[config.mk]
export PLATFORM = sky130hd
export DESIGN_NAME = locked_xlat_buffer
export DESIGN_NICKNAME = d
export VERILOG_FILES = /design/src/rtl/lxb_pkg.sv /design/src/rtl/lxb_cam.sv /design/src/rtl/lxb_victim.sv /design/src/rtl/lxb_perm.sv /design/src/rtl/locked_xlat_buffer.sv
export SDC_FILE = /design/constraint.sdc
export NUM_CORES = 2
export LEC_CHECK = 0
export ABC_AREA = 1
export BUFFER_PORTS_ARGS = -buffer_cell sky130_fd_sc_hd__buf_2
export CORE_MARGIN = 4
export CORE_UTILIZATION = 40
export DETAILED_ROUTE_END_ITERATION = 7
export HOLD_SLACK_MARGIN = 0.08
export PLACE_DENSITY = 0.6
export SLEW_MARGIN = 20
export SYNTH_ARGS = -nofsm -noshare
export SYNTH_HDL_FRONTEND = slang
export SYNTH_SLANG_ARGS = --single-unit
[constraint.sdc]
create_clock -name clk -period 5.4 [get_ports clk]
set_clock_uncertainty 0.1 [all_clocks]
set_input_delay 0.27 -clock clk [delete_from_list [all_inputs] [get_ports clk]]
set_output_delay 0.27 -clock clk [all_outputs]
set_load 0.01 [all_outputs]
[src/rtl/lxb_pkg.sv]
// Shared types for the lockable translation buffer.
// Holds the domain control codes, the controller states and the
// permission-code decision, which is used by the permission checker.
package lxb_pkg;

    typedef enum logic [1:0] {
        DA_NONE    = 2'b00,
        DA_CLIENT  = 2'b01,
        DA_RSVD    = 2'b10,
        DA_MANAGER = 2'b11
    } dom_acc_e;

    typedef enum logic [1:0] {
        ST_IDLE   = 2'b00,
        ST_WALK   = 2'b01,
        ST_REPLAY = 2'b10
    } lxb_state_e;

    // True when the permission code allows this access type.
    function automatic logic ap_permits(input logic [1:0] ap,
                                        input logic wr,
                                        input logic priv);
        logic ok;
        case (ap)
            2'b00:   ok = priv & ~wr;
            2'b01:   ok = priv;
            2'b10:   ok = priv | ~wr;
            default: ok = 1'b1;
        endcase
        return ok;
    endfunction

endpackage

[src/rtl/lxb_cam.sv]
// Fully associative entry store with parallel match.
// Each entry holds a valid bit, virtual page, physical page, domain,
// permission code and attributes. Assumes the controller writes only on a
// miss, so at most one entry matches. Invalidation wins over a write that
// falls in the same cycle.
module lxb_cam #(
    parameter int ENTRIES = 32,
    parameter int IDX_W   = 5,
    parameter int PN_W    = 20,
    parameter int DOM_W   = 4,
    parameter int ATTR_W  = 4
) (
    input  logic               clk,
    input  logic               rst_n,
    input  logic [IDX_W-1:0]   lk_base,
    input  logic               inv_all,
    input  logic               inv_unlk,
    input  logic               wr_en,
    input  logic [IDX_W-1:0]   wr_idx,
    input  logic [PN_W-1:0]    wr_vpn,
    input  logic [PN_W-1:0]    wr_ppn,
    input  logic [DOM_W-1:0]   wr_dom,
    input  logic [1:0]         wr_ap,
    input  logic [ATTR_W-1:0]  wr_attr,
    input  logic [PN_W-1:0]    look_vpn,
    output logic               hit,
    output logic [ENTRIES-1:0] match_vec,
    output logic [PN_W-1:0]    hit_ppn,
    output logic [DOM_W-1:0]   hit_dom,
    output logic [1:0]         hit_ap,
    output logic [ATTR_W-1:0]  hit_attr
);

    logic [PN_W-1:0]   ppn_sel  [ENTRIES];
    logic [DOM_W-1:0]  dom_sel  [ENTRIES];
    logic [1:0]        ap_sel   [ENTRIES];
    logic [ATTR_W-1:0] attr_sel [ENTRIES];

    for (genvar g = 0; g < ENTRIES; g++) begin : g_ent
        localparam logic [IDX_W-1:0] IDX = IDX_W'(g);
        logic              v_q;
        logic [PN_W-1:0]   vpn_q;
        logic [PN_W-1:0]   ppn_q;
        logic [DOM_W-1:0]  dom_q;
        logic [1:0]        ap_q;
        logic [ATTR_W-1:0] attr_q;
        logic              sel;

        // Valid bit: reset and flushes clear it, a fill sets it.
        always_ff @(posedge clk) begin
            if (!rst_n)                           v_q <= 1'b0;
            else if (inv_all)                     v_q <= 1'b0;
            else if (inv_unlk && IDX >= lk_base)  v_q <= 1'b0;
            else if (wr_en && wr_idx == IDX)      v_q <= 1'b1;
        end

        // Payload: loaded from the descriptor when this slot is the victim.
        always_ff @(posedge clk) begin
            if (!rst_n) begin
                vpn_q  <= '0;
                ppn_q  <= '0;
                dom_q  <= '0;
                ap_q   <= '0;
                attr_q <= '0;
            end else if (wr_en && wr_idx == IDX) begin
                vpn_q  <= wr_vpn;
                ppn_q  <= wr_ppn;
                dom_q  <= wr_dom;
                ap_q   <= wr_ap;
                attr_q <= wr_attr;
            end
        end

        assign sel          = v_q && (vpn_q == look_vpn);
        assign match_vec[g] = sel;
        assign ppn_sel[g]   = sel ? ppn_q  : '0;
        assign dom_sel[g]   = sel ? dom_q  : '0;
        assign ap_sel[g]    = sel ? ap_q   : '0;
        assign attr_sel[g]  = sel ? attr_q : '0;
    end

    // OR-reduce the masked payloads of the (at most one) matching entry.
    always_comb begin
        hit_ppn  = '0;
        hit_dom  = '0;
        hit_ap   = '0;
        hit_attr = '0;
        for (int i = 0; i < ENTRIES; i++) begin
            hit_ppn  = hit_ppn  | ppn_sel[i];
            hit_dom  = hit_dom  | dom_sel[i];
            hit_ap   = hit_ap   | ap_sel[i];
            hit_attr = hit_attr | attr_sel[i];
        end
    end

    assign hit = |match_vec;

endmodule

[src/rtl/lxb_victim.sv]
// Round-robin victim selection above a lock base.
// The victim is the rotating pointer, raised to the lock base when it sits
// below it. After the last entry the pointer wraps to the lock base.
// Assumes ENTRIES is a power of two, so lk_base never exceeds ENTRIES-1.
module lxb_victim #(
    parameter int ENTRIES = 32,
    parameter int IDX_W   = 5
) (
    input  logic             clk,
    input  logic             rst_n,
    input  logic [IDX_W-1:0] lk_base,
    input  logic             advance,
    output logic [IDX_W-1:0] victim
);

    localparam logic [IDX_W-1:0] LAST = IDX_W'(ENTRIES - 1);

    logic [IDX_W-1:0] ptr_q;

    // Clamp the pointer into the unlocked region.
    always_comb victim = (ptr_q < lk_base) ? lk_base : ptr_q;

    // Step past the slot that was just filled, wrapping to the lock base.
    always_ff @(posedge clk) begin
        if (!rst_n)       ptr_q <= '0;
        else if (advance) ptr_q <= (victim == LAST) ? lk_base : victim + 1'b1;
    end

endmodule

[src/rtl/lxb_perm.sv]
// Domain and permission-code check for one translated access.
// Reads the 2-bit field of the entry's domain: no-access and reserved codes
// abort, manager passes, client defers to the entry's permission code.
// Produces no abort while translation is disabled.
module lxb_perm
    import lxb_pkg::*;
#(
    parameter int DOMS  = 16,
    parameter int DOM_W = 4
) (
    input  logic              mmu_en,
    input  logic [2*DOMS-1:0] dom_ctl,
    input  logic [DOM_W-1:0]  dom,
    input  logic [1:0]        ap,
    input  logic              wr,
    input  logic              priv,
    output logic              abort
);

    dom_acc_e mode;

    // Decode the selected domain field and decide the abort.
    always_comb begin
        mode = dom_acc_e'(dom_ctl[2*int'(dom) +: 2]);
        case (mode)
            DA_MANAGER: abort = 1'b0;
            DA_CLIENT:  abort = ~ap_permits(ap, wr, priv);
            default:    abort = 1'b1;
        endcase
        if (!mmu_en) abort = 1'b0;
    end

endmodule

[src/rtl/locked_xlat_buffer.sv]
// Lockable fully associative translation buffer (top).
// Accepts one lookup at a time. A hit answers on the next edge. A miss runs
// a descriptor walk over walk_req/walk_ack, fills the round-robin victim,
// then repeats the lookup internally. Every translated response carries a
// domain permission verdict. Inputs are assumed synchronous to clk.
module locked_xlat_buffer
    import lxb_pkg::*;
#(
    parameter int ENTRIES = 32,
    parameter int PN_W    = 20,
    parameter int DOMS    = 16,
    parameter int ATTR_W  = 4,
    localparam int IDX_W  = $clog2(ENTRIES),
    localparam int DOM_W  = $clog2(DOMS)
) (
    input  logic              clk,
    input  logic              rst_n,
    input  logic              mmu_en,
    input  logic [IDX_W-1:0]  lk_base,
    input  logic [2*DOMS-1:0] dom_ctl,
    input  logic              inv_unlk,
    input  logic              inv_all,
    input  logic              req_valid,
    output logic              req_ready,
    input  logic [PN_W-1:0]   req_vpn,
    input  logic              req_write,
    input  logic              req_priv,
    output logic              resp_valid,
    output logic              resp_hit,
    output logic              resp_abort,
    output logic [PN_W-1:0]   resp_ppn,
    output logic [DOM_W-1:0]  resp_dom,
    output logic [1:0]        resp_ap,
    output logic [ATTR_W-1:0] resp_attr,
    output logic              walk_req,
    output logic [PN_W-1:0]   walk_vpn,
    input  logic              walk_ack,
    input  logic [PN_W-1:0]   walk_ppn,
    input  logic [DOM_W-1:0]  walk_dom,
    input  logic [1:0]        walk_ap,
    input  logic [ATTR_W-1:0] walk_attr
);

    lxb_state_e        state_q;
    logic [PN_W-1:0]   held_vpn_q;
    logic              held_wr_q;
    logic              held_priv_q;

    logic [PN_W-1:0]   look_vpn;
    logic              look_wr;
    logic              look_priv;
    logic              accept;
    logic              fill;
    logic [IDX_W-1:0]  fill_idx;

    logic              hit;
    logic [ENTRIES-1:0] match_vec;
    logic [PN_W-1:0]   hit_ppn;
    logic [DOM_W-1:0]  hit_dom;
    logic [1:0]        hit_ap;
    logic [ATTR_W-1:0] hit_attr;
    logic              perm_abort;

    // Choose the lookup source: live request when idle, held request on replay.
    always_comb begin
        if (state_q == ST_REPLAY) begin
            look_vpn  = held_vpn_q;
            look_wr   = held_wr_q;
            look_priv = held_priv_q;
        end else begin
            look_vpn  = req_vpn;
            look_wr   = req_write;
            look_priv = req_priv;
        end
    end

    assign req_ready = (state_q == ST_IDLE);
    assign accept    = req_valid && req_ready;
    assign walk_req  = (state_q == ST_WALK);
    assign walk_vpn  = held_vpn_q;
    assign fill      = walk_req && walk_ack;

    lxb_cam #(
        .ENTRIES(ENTRIES), .IDX_W(IDX_W), .PN_W(PN_W),
        .DOM_W(DOM_W), .ATTR_W(ATTR_W)
    ) u_cam (
        .clk(clk), .rst_n(rst_n), .lk_base(lk_base),
        .inv_all(inv_all), .inv_unlk(inv_unlk),
        .wr_en(fill), .wr_idx(fill_idx),
        .wr_vpn(held_vpn_q), .wr_ppn(walk_ppn), .wr_dom(walk_dom),
        .wr_ap(walk_ap), .wr_attr(walk_attr),
        .look_vpn(look_vpn), .hit(hit), .match_vec(match_vec),
        .hit_ppn(hit_ppn), .hit_dom(hit_dom), .hit_ap(hit_ap),
        .hit_attr(hit_attr)
    );

    lxb_victim #(.ENTRIES(ENTRIES), .IDX_W(IDX_W)) u_victim (
        .clk(clk), .rst_n(rst_n), .lk_base(lk_base),
        .advance(fill), .victim(fill_idx)
    );

    lxb_perm #(.DOMS(DOMS), .DOM_W(DOM_W)) u_perm (
        .mmu_en(mmu_en), .dom_ctl(dom_ctl), .dom(hit_dom), .ap(hit_ap),
        .wr(look_wr), .priv(look_priv), .abort(perm_abort)
    );

    // Controller: accept, walk on miss, replay after fill, register the response.
    always_ff @(posedge clk) begin
        if (!rst_n) begin
            state_q     <= ST_IDLE;
            held_vpn_q  <= '0;
            held_wr_q   <= 1'b0;
            held_priv_q <= 1'b0;
            resp_valid  <= 1'b0;
            resp_hit    <= 1'b0;
            resp_abort  <= 1'b0;
            resp_ppn    <= '0;
            resp_dom    <= '0;
            resp_ap     <= '0;
            resp_attr   <= '0;
        end else begin
            resp_valid <= 1'b0;
            case (state_q)
                ST_IDLE: begin
                    if (accept) begin
                        held_vpn_q  <= req_vpn;
                        held_wr_q   <= req_write;
                        held_priv_q <= req_priv;
                        if (!mmu_en) begin
                            resp_valid <= 1'b1;
                            resp_hit   <= 1'b1;
                            resp_abort <= 1'b0;
                            resp_ppn   <= req_vpn;
                            resp_dom   <= '0;
                            resp_ap    <= '0;
                            resp_attr  <= '0;
                        end else if (hit) begin
                            resp_valid <= 1'b1;
                            resp_hit   <= 1'b1;
                            resp_abort <= perm_abort;
                            resp_ppn   <= hit_ppn;
                            resp_dom   <= hit_dom;
                            resp_ap    <= hit_ap;
                            resp_attr  <= hit_attr;
                        end else begin
                            state_q <= ST_WALK;
                        end
                    end
                end
                ST_WALK: begin
                    if (walk_ack) state_q <= ST_REPLAY;
                end
                ST_REPLAY: begin
                    if (hit) begin
                        resp_valid <= 1'b1;
                        resp_hit   <= 1'b0;
                        resp_abort <= perm_abort;
                        resp_ppn   <= hit_ppn;
                        resp_dom   <= hit_dom;
                        resp_ap    <= hit_ap;
                        resp_attr  <= hit_attr;
                        state_q    <= ST_IDLE;
                    end else begin
                        state_q <= ST_WALK;
                    end
                end
                default: state_q <= ST_IDLE;
            endcase
        end
    end

endmodule

## Word level (Yosys, flattened, before mapping)

Cells that the tools add are included.

- Register bits after elaboration: 1694
- Bits in latches: 0
- Bits in writable memories: 0
- Bits in read-only memories: 0
- Input port bits: 96
- Memories kept: 0

- Add/sub/neg operators: 1
- Multipliers: 0
- Div/mod/pow operators: 0
- Magnitude comparators: 33
- Eq/ne operators: 75
- Shift-type cells: 1
- Multiplexer cells: 172
- Bitwise operators: 129
- Reduce and logical (&&, ||, !) cells: 139

Operators by type and width:

| kind | count |
|---|---|
| two-way mux 20 bit | 36 |
| equality test 20 bit | 32 |
| OR 20 bit | 31 |
| two-way mux 4 bit | 70 |
| OR 4 bit | 62 |
| logical AND 1 bit | 98 |
| OR reduction 3 bit | 32 |
| equality test 5 bit, second input constant | 16 |
| greater-or-equal comparator 5 bit, first input constant | 16 |
| two-way mux 2 bit | 39 |
| OR 2 bit | 31 |
| equality test 5 x 4 -> 1 bit, second input constant | 8 |
| greater-or-equal comparator 4 x 5 -> 1 bit, first input constant | 8 |
| case mux 20 bit (2 select lines) | 1 |
| OR reduction 32 bit | 1 |
| variable part select 32 x 6 -> 2 bit | 1 |
| equality test 5 x 3 -> 1 bit, second input constant | 4 |
| greater-or-equal comparator 3 x 5 -> 1 bit, first input constant | 4 |
| case mux 4 bit (2 select lines) | 2 |
| two-way mux 1 bit | 15 |
| equality test 5 x 2 -> 1 bit, second input constant | 2 |
| greater-or-equal comparator 1 x 5 -> 1 bit, first input constant | 2 |
| greater-or-equal comparator 2 x 5 -> 1 bit, first input constant | 2 |
| two-way mux 5 bit | 2 |
| other kinds (20) | 35 |

## Longest topological paths before layout

- Depth in word-level cells: 46
- Mapped depth: 29
- Depth with buffers taken out: 26

## By module

A second synthesis with hierarchy kept.

- Cells, all modules: 12262
- Area, all modules: 82177.6 um^2

By module, submodules not included:

| module | times used | cells an instance | area an instance (um^2) | sequential area each (um^2) |
|---|---|---|---|---|
| lxb_cam | 1 | 11590 | 78147.4 | 32671.3 |
| locked_xlat_buffer | 1 | 504 | 3067.9 | 1141.1 |
| lxb_victim | 1 | 78 | 538.0 | 100.1 |
| lxb_perm | 1 | 90 | 424.2 | 0.0 |

## Worst setup path before layout

No wires, ideal clock.

- Path kind: input port to flip-flop
- From: input lk_base[4]
- To: register u_cam.g_ent[31].vpn_q[17]
- Setup time: 133 ps
- Data arrival time: 3318 ps
- Setup slack: 1849 ps
- Stages: 17
- Buffers on the path: 3
- Path through: clkbuf_1 inv_1 ha_1 nand2_1 nor2_1 o21ai_1 o211ai_1 o21ai_0 ha_1 inv_1 nor2_1 ha_1 inv_1 nor2_1 clkbuf_1 clkbuf_1 a21oi_1

- Longest elaborated chain between the ends: 4

RTL lines:

| element | RTL line | source |
|---|---|---|
| start: declaration | locked_xlat_buffer.sv:19 | `input logic [IDX_W-1:0] lk_base,` |
| < comparator 5 bit | lxb_victim.sv:21 | `always_comb victim = (ptr_q < lk_base) ? lk_base : ptr_q;` |
| two-way mux 5 bit * | lxb_victim.sv:21 |  |
| equality test 5 bit * | lxb_cam.sv:65 | `end else if (wr_en && wr_idx == IDX) begin` |
| logical AND 1 bit * | lxb_cam.sv:65 |  |
| end signal: assignment | lxb_cam.sv:66 | `vpn_q <= wr_vpn;` |
| end: declaration | lxb_cam.sv:42 | `logic [PN_W-1:0] vpn_q;` |

Every way passes the cells marked *; elsewhere a longest branch is shown, timed or not.
A chain may end at the register's enable or synchronous reset.

## Worst setup path after layout

- From: register state_q[1]
- To: register resp_ppn[13]

- Longest elaborated chain between the ends: 40

RTL lines:

| element | RTL line | source |
|---|---|---|
| start: declaration | locked_xlat_buffer.sv:44 | `lxb_state_e state_q;` |
| start signal: assignment | locked_xlat_buffer.sv:110 | `state_q <= ST_IDLE;` |
| start signal: assignment | locked_xlat_buffer.sv:146 | `state_q <= ST_WALK;` |
| start signal: assignment | locked_xlat_buffer.sv:151 | `if (walk_ack) state_q <= ST_REPLAY;` |
| equality test 2 bit | locked_xlat_buffer.sv:66, locked_xlat_buffer.sv:123 |  |
| two-way mux 20 bit | locked_xlat_buffer.sv:66 | `if (state_q == ST_REPLAY) begin` |
| equality test 20 bit | lxb_cam.sv:74 | `assign sel = v_q && (vpn_q == look_vpn);` |
| logical AND 1 bit | lxb_cam.sv:74 |  |
| two-way mux 20 bit | lxb_cam.sv:76 | `assign ppn_sel[g] = sel ? ppn_q : '0;` |
| OR 20 bit (31 in series) | lxb_cam.sv:89 | `hit_ppn = hit_ppn \| ppn_sel[i];` |
| two-way mux 20 bit | locked_xlat_buffer.sv:137, locked_xlat_buffer.sv:154 |  |
| two-way mux 20 bit | locked_xlat_buffer.sv:129 | `if (!mmu_en) begin` |
| two-way mux 20 bit | locked_xlat_buffer.sv:125 | `if (accept) begin` |
| case mux 20 bit (2 select lines) | locked_xlat_buffer.sv:123 | `case (state_q)` |
| end signal: assignment | locked_xlat_buffer.sv:133 | `resp_ppn <= req_vpn;` |
| end signal: assignment | locked_xlat_buffer.sv:141 | `resp_ppn <= hit_ppn;` |
| end signal: assignment | locked_xlat_buffer.sv:158 | `resp_ppn <= hit_ppn;` |
| end: declaration | locked_xlat_buffer.sv:31 | `output logic [PN_W-1:0] resp_ppn,` |

Several ways; a longest one is shown, not always the timed one. The select of a mux whose other input is x is not followed.

==> reports/results.ini <==
[logic_synthesis]
async_flop_share=0
ys_top_cells_by_count=o21ai_0, nand2_1, nor2_1
netlist_area_um2=76010
ys_seq_area_frac=0.4461
synth.area.top_cells=dfxtp_1, o21ai_0, nand2_1
ys_types=52
ys_warn_count=0
synthDominantCellAreaShare=0.4461
synth-edff-count=0
syn_nets=11230
yosysMostFrequentCell=o21ai_0
syn_avg_cell_area_um2=6.834
ys_seq_elements=1694
synth_cells=11120
synth_top_area_cell=dfxtp_1
synth_ff_type=dfxtp_1

[worst_setup_path]
end_kind=flop
critPathLaunchType=flop
cp_max_fo=19
worst_path_max_delay_cell=nor2_1
path_cells=buf_4 > nand3_1 > nand2_2 > buf_4 > nand2_1 > nand2_1 > nor2_1 > nand2_1 > nor2_1 > buf_4 > nand3_2 > inv_1 > buf_4 > a22oi_1 > nand4_1 > nor2_1 > nand3_1 > buf_4 > o21ai_0 > a21oi_1
critPathMaxStageDelay_ns=0.77
timing_worst_setup_path_type=reg -> reg
path_common_cell=buf_4
required_ns=6.00
worstPathArrival_ns=5.89

[job]
maxCapViolCount=0

[detailed_routing]
drt_iter0_drc=11990
wl_met3_um=43810
dr_total_vias=81310
dr.pass1.iters=6
via_per_inst=5.924
wl_per_cell_um=27.54
met1Wirelength_um=141200
top_layer_used=met5
drt_wl_total_um=378000
met2_length_um=161200
drc=0
ant_nets=0

[global_routing]
grt_pass1_wl_um=527800
grt.overflow.total=0
antenna_found_initial=17
grt_max_degree=289
track_usage=0.3637
first_global_vias=73170

[place]
dpl-instance-area_um2=79840
dp.cells=13270
hpwl_um=239400
gp_congestion=0.9753
numPortBuffers=150
pre_cts_ws_ns=0.2108

[clock_tree]
cts_buffers=181
clk_latency_ns=0.85
cts.clk_slew.worst_paths_ns=0.06
cts.path.max_buffers=3
root_buffer=clkbuf_16
tritoncts=done
htree_levels=4
cts_sinks=1694

[pwr]
power_switching_mw=7.145
power_frac_clock=0.465
p_leak_nw=35.47
comb_power_share=0.074
p_sw_frac=0.2605
vdd_drop_max_mv=0.2967
power_density_nw_per_um2=315.0
power_mw=27.43
p_int_mw=20.29
sequentialPowerShare=0.461

[sta]
report.final.hold_viol_count=0
final_max_slew_viol_count=0
slew_headroom=0.1397
final.setup.worst_slack_ns=0.1066
finalSetupTns_ns=0
rsz0062_at_grt=no
post-route-period-util=0.9803
period_minus_slack_ns=5.293
timing.fmax_mhz=188.9
timing.hold.ws_ns=0.1290
tightest_slew_ns=1.281
setup_viol=0

[floorplanning]
fp.dieW_um=443.9
die_h_um=443.9
ios=151
dieArea_um2=197100
num_rows=159
core_um2=188400
initial_core_util=0.4035

[final_layout]
fin_area_um2=87070
final_core_util=0.4622
nets=11180
fin_cells=13720
layout-drive-gt1-share=0.08544
n_fill_cell=18930
areaGrowthSynthToFinish_pct=14.55

[status]
outcome=complete, no violations

[hold_path]
hold_class=in -> reg

cell usage in the layout, fill, tap and decap left out, drive strengths merged, types with 17 or more instances in the layout:
cell type	instances
a21oi	1031
buf	513
o22ai	87
nand3	248
dfxtp	1694
inv	943
o21ai	1938
nor2	1875
nand3b	17
nand4	119
clkinv	58
dlygate4sd3	112
a22oi	148
diode	17
nor4	17
a221oi	55
clkbuf	263
nand2	1933
o211ai	38
path summary, 6_finish.rpt:
kind                          start                     end  slack [ns]  depth (start not counted)
max                      state_q[1]            resp_ppn[13]        0.11                         20
min reg2reg  u_cam.g_ent[9].ap_q[0]  u_cam.g_ent[9].ap_q[0]        0.35                          2
max reg2reg              state_q[1]            resp_ppn[13]        0.11                         20
min                      dom_ctl[0]              resp_abort        0.13                          9
registers in the layout, indices dropped and copies added, names as in the netlist, 5 cells and up:
name and flops:
resp_ppn 20, u_cam.g_ent.ap_q 64, u_cam.g_ent.attr_q 128, u_cam.g_ent.dom_q 128
u_cam.g_ent.ppn_q 640, u_cam.g_ent.v_q 32, u_cam.g_ent.vpn_q 640, u_victim.ptr_q 5
walk_vpn 20
logic make-up (layout without fill, tap and decap cells):
logic type                 Yosys count  count (layout)  share of synthesized area
and+or+nand+nor                   4236            4236                     0.2226
AOI/OAI and AO/OA                 3353            3353                     0.2335
buffers and inverters             1814            1903                    0.09433
DFF                               1694            1694                     0.4461
xor gates and xnor gates            15              15                   0.001728
adders and majority gates           10              10                   0.001646
muxes                                1               1                  0.0001317
other                                0              17                          0
power groups by stage:
stage | Combinational (mW) | Sequential [mW] | Clock, mW
CTS | 1.96 | 12.6 | 12.8
finish | 2.03 | 12.6 | 12.8
detailed placement | 1.89 | 12.9 | 0
floorplan | 1.01 | 12.9 | 0
global placement | 1.89 | 12.9 | 0
global route | 2.10 | 12.6 | 13.3
final cells by class:
cell class	count	area, um^2	share of cell area
Multi-Input combinational cell	7615	35300	0.4054
Sequential cell	1694	33910	0.3895
Clock buffer	263	5240	0.06018
Timing Repair Buffer	625	5136	0.05899
Inverter	955	3596	0.04130
Tap cell	2495	3122	0.03585
Clock inverter	60	721.9	0.008291
Antenna cell	17	42.54	0.0004886
worst max-delay path, delay by kind of cell, from the launching register on:
family,cells,cell delay (ns)
and+or+nand+nor,11,2.62
AOI/OAI and AO/OA,3,0.39
buffers and inverters,6,1.51
DFF,1,0.49
layer usage:
layer | global-route usage | up-vias
met5 | 0 | -
met4 | 0.2529 | 8
met3 | 0.08490 | 1476
met2 | 0.5557 | 5617
met1 | 0.4536 | 38000
li1 | - | 36210
timing repair:
action | CTS | global route
endpoints found under the hold margin | 1073 | 0
endpoints found under the setup margin | 0 | 10
buffers inserted | 0 | 3
resized for setup | 0 | 25
hold buffers | 112 | 0
Power figures use the tool's default switching activity.
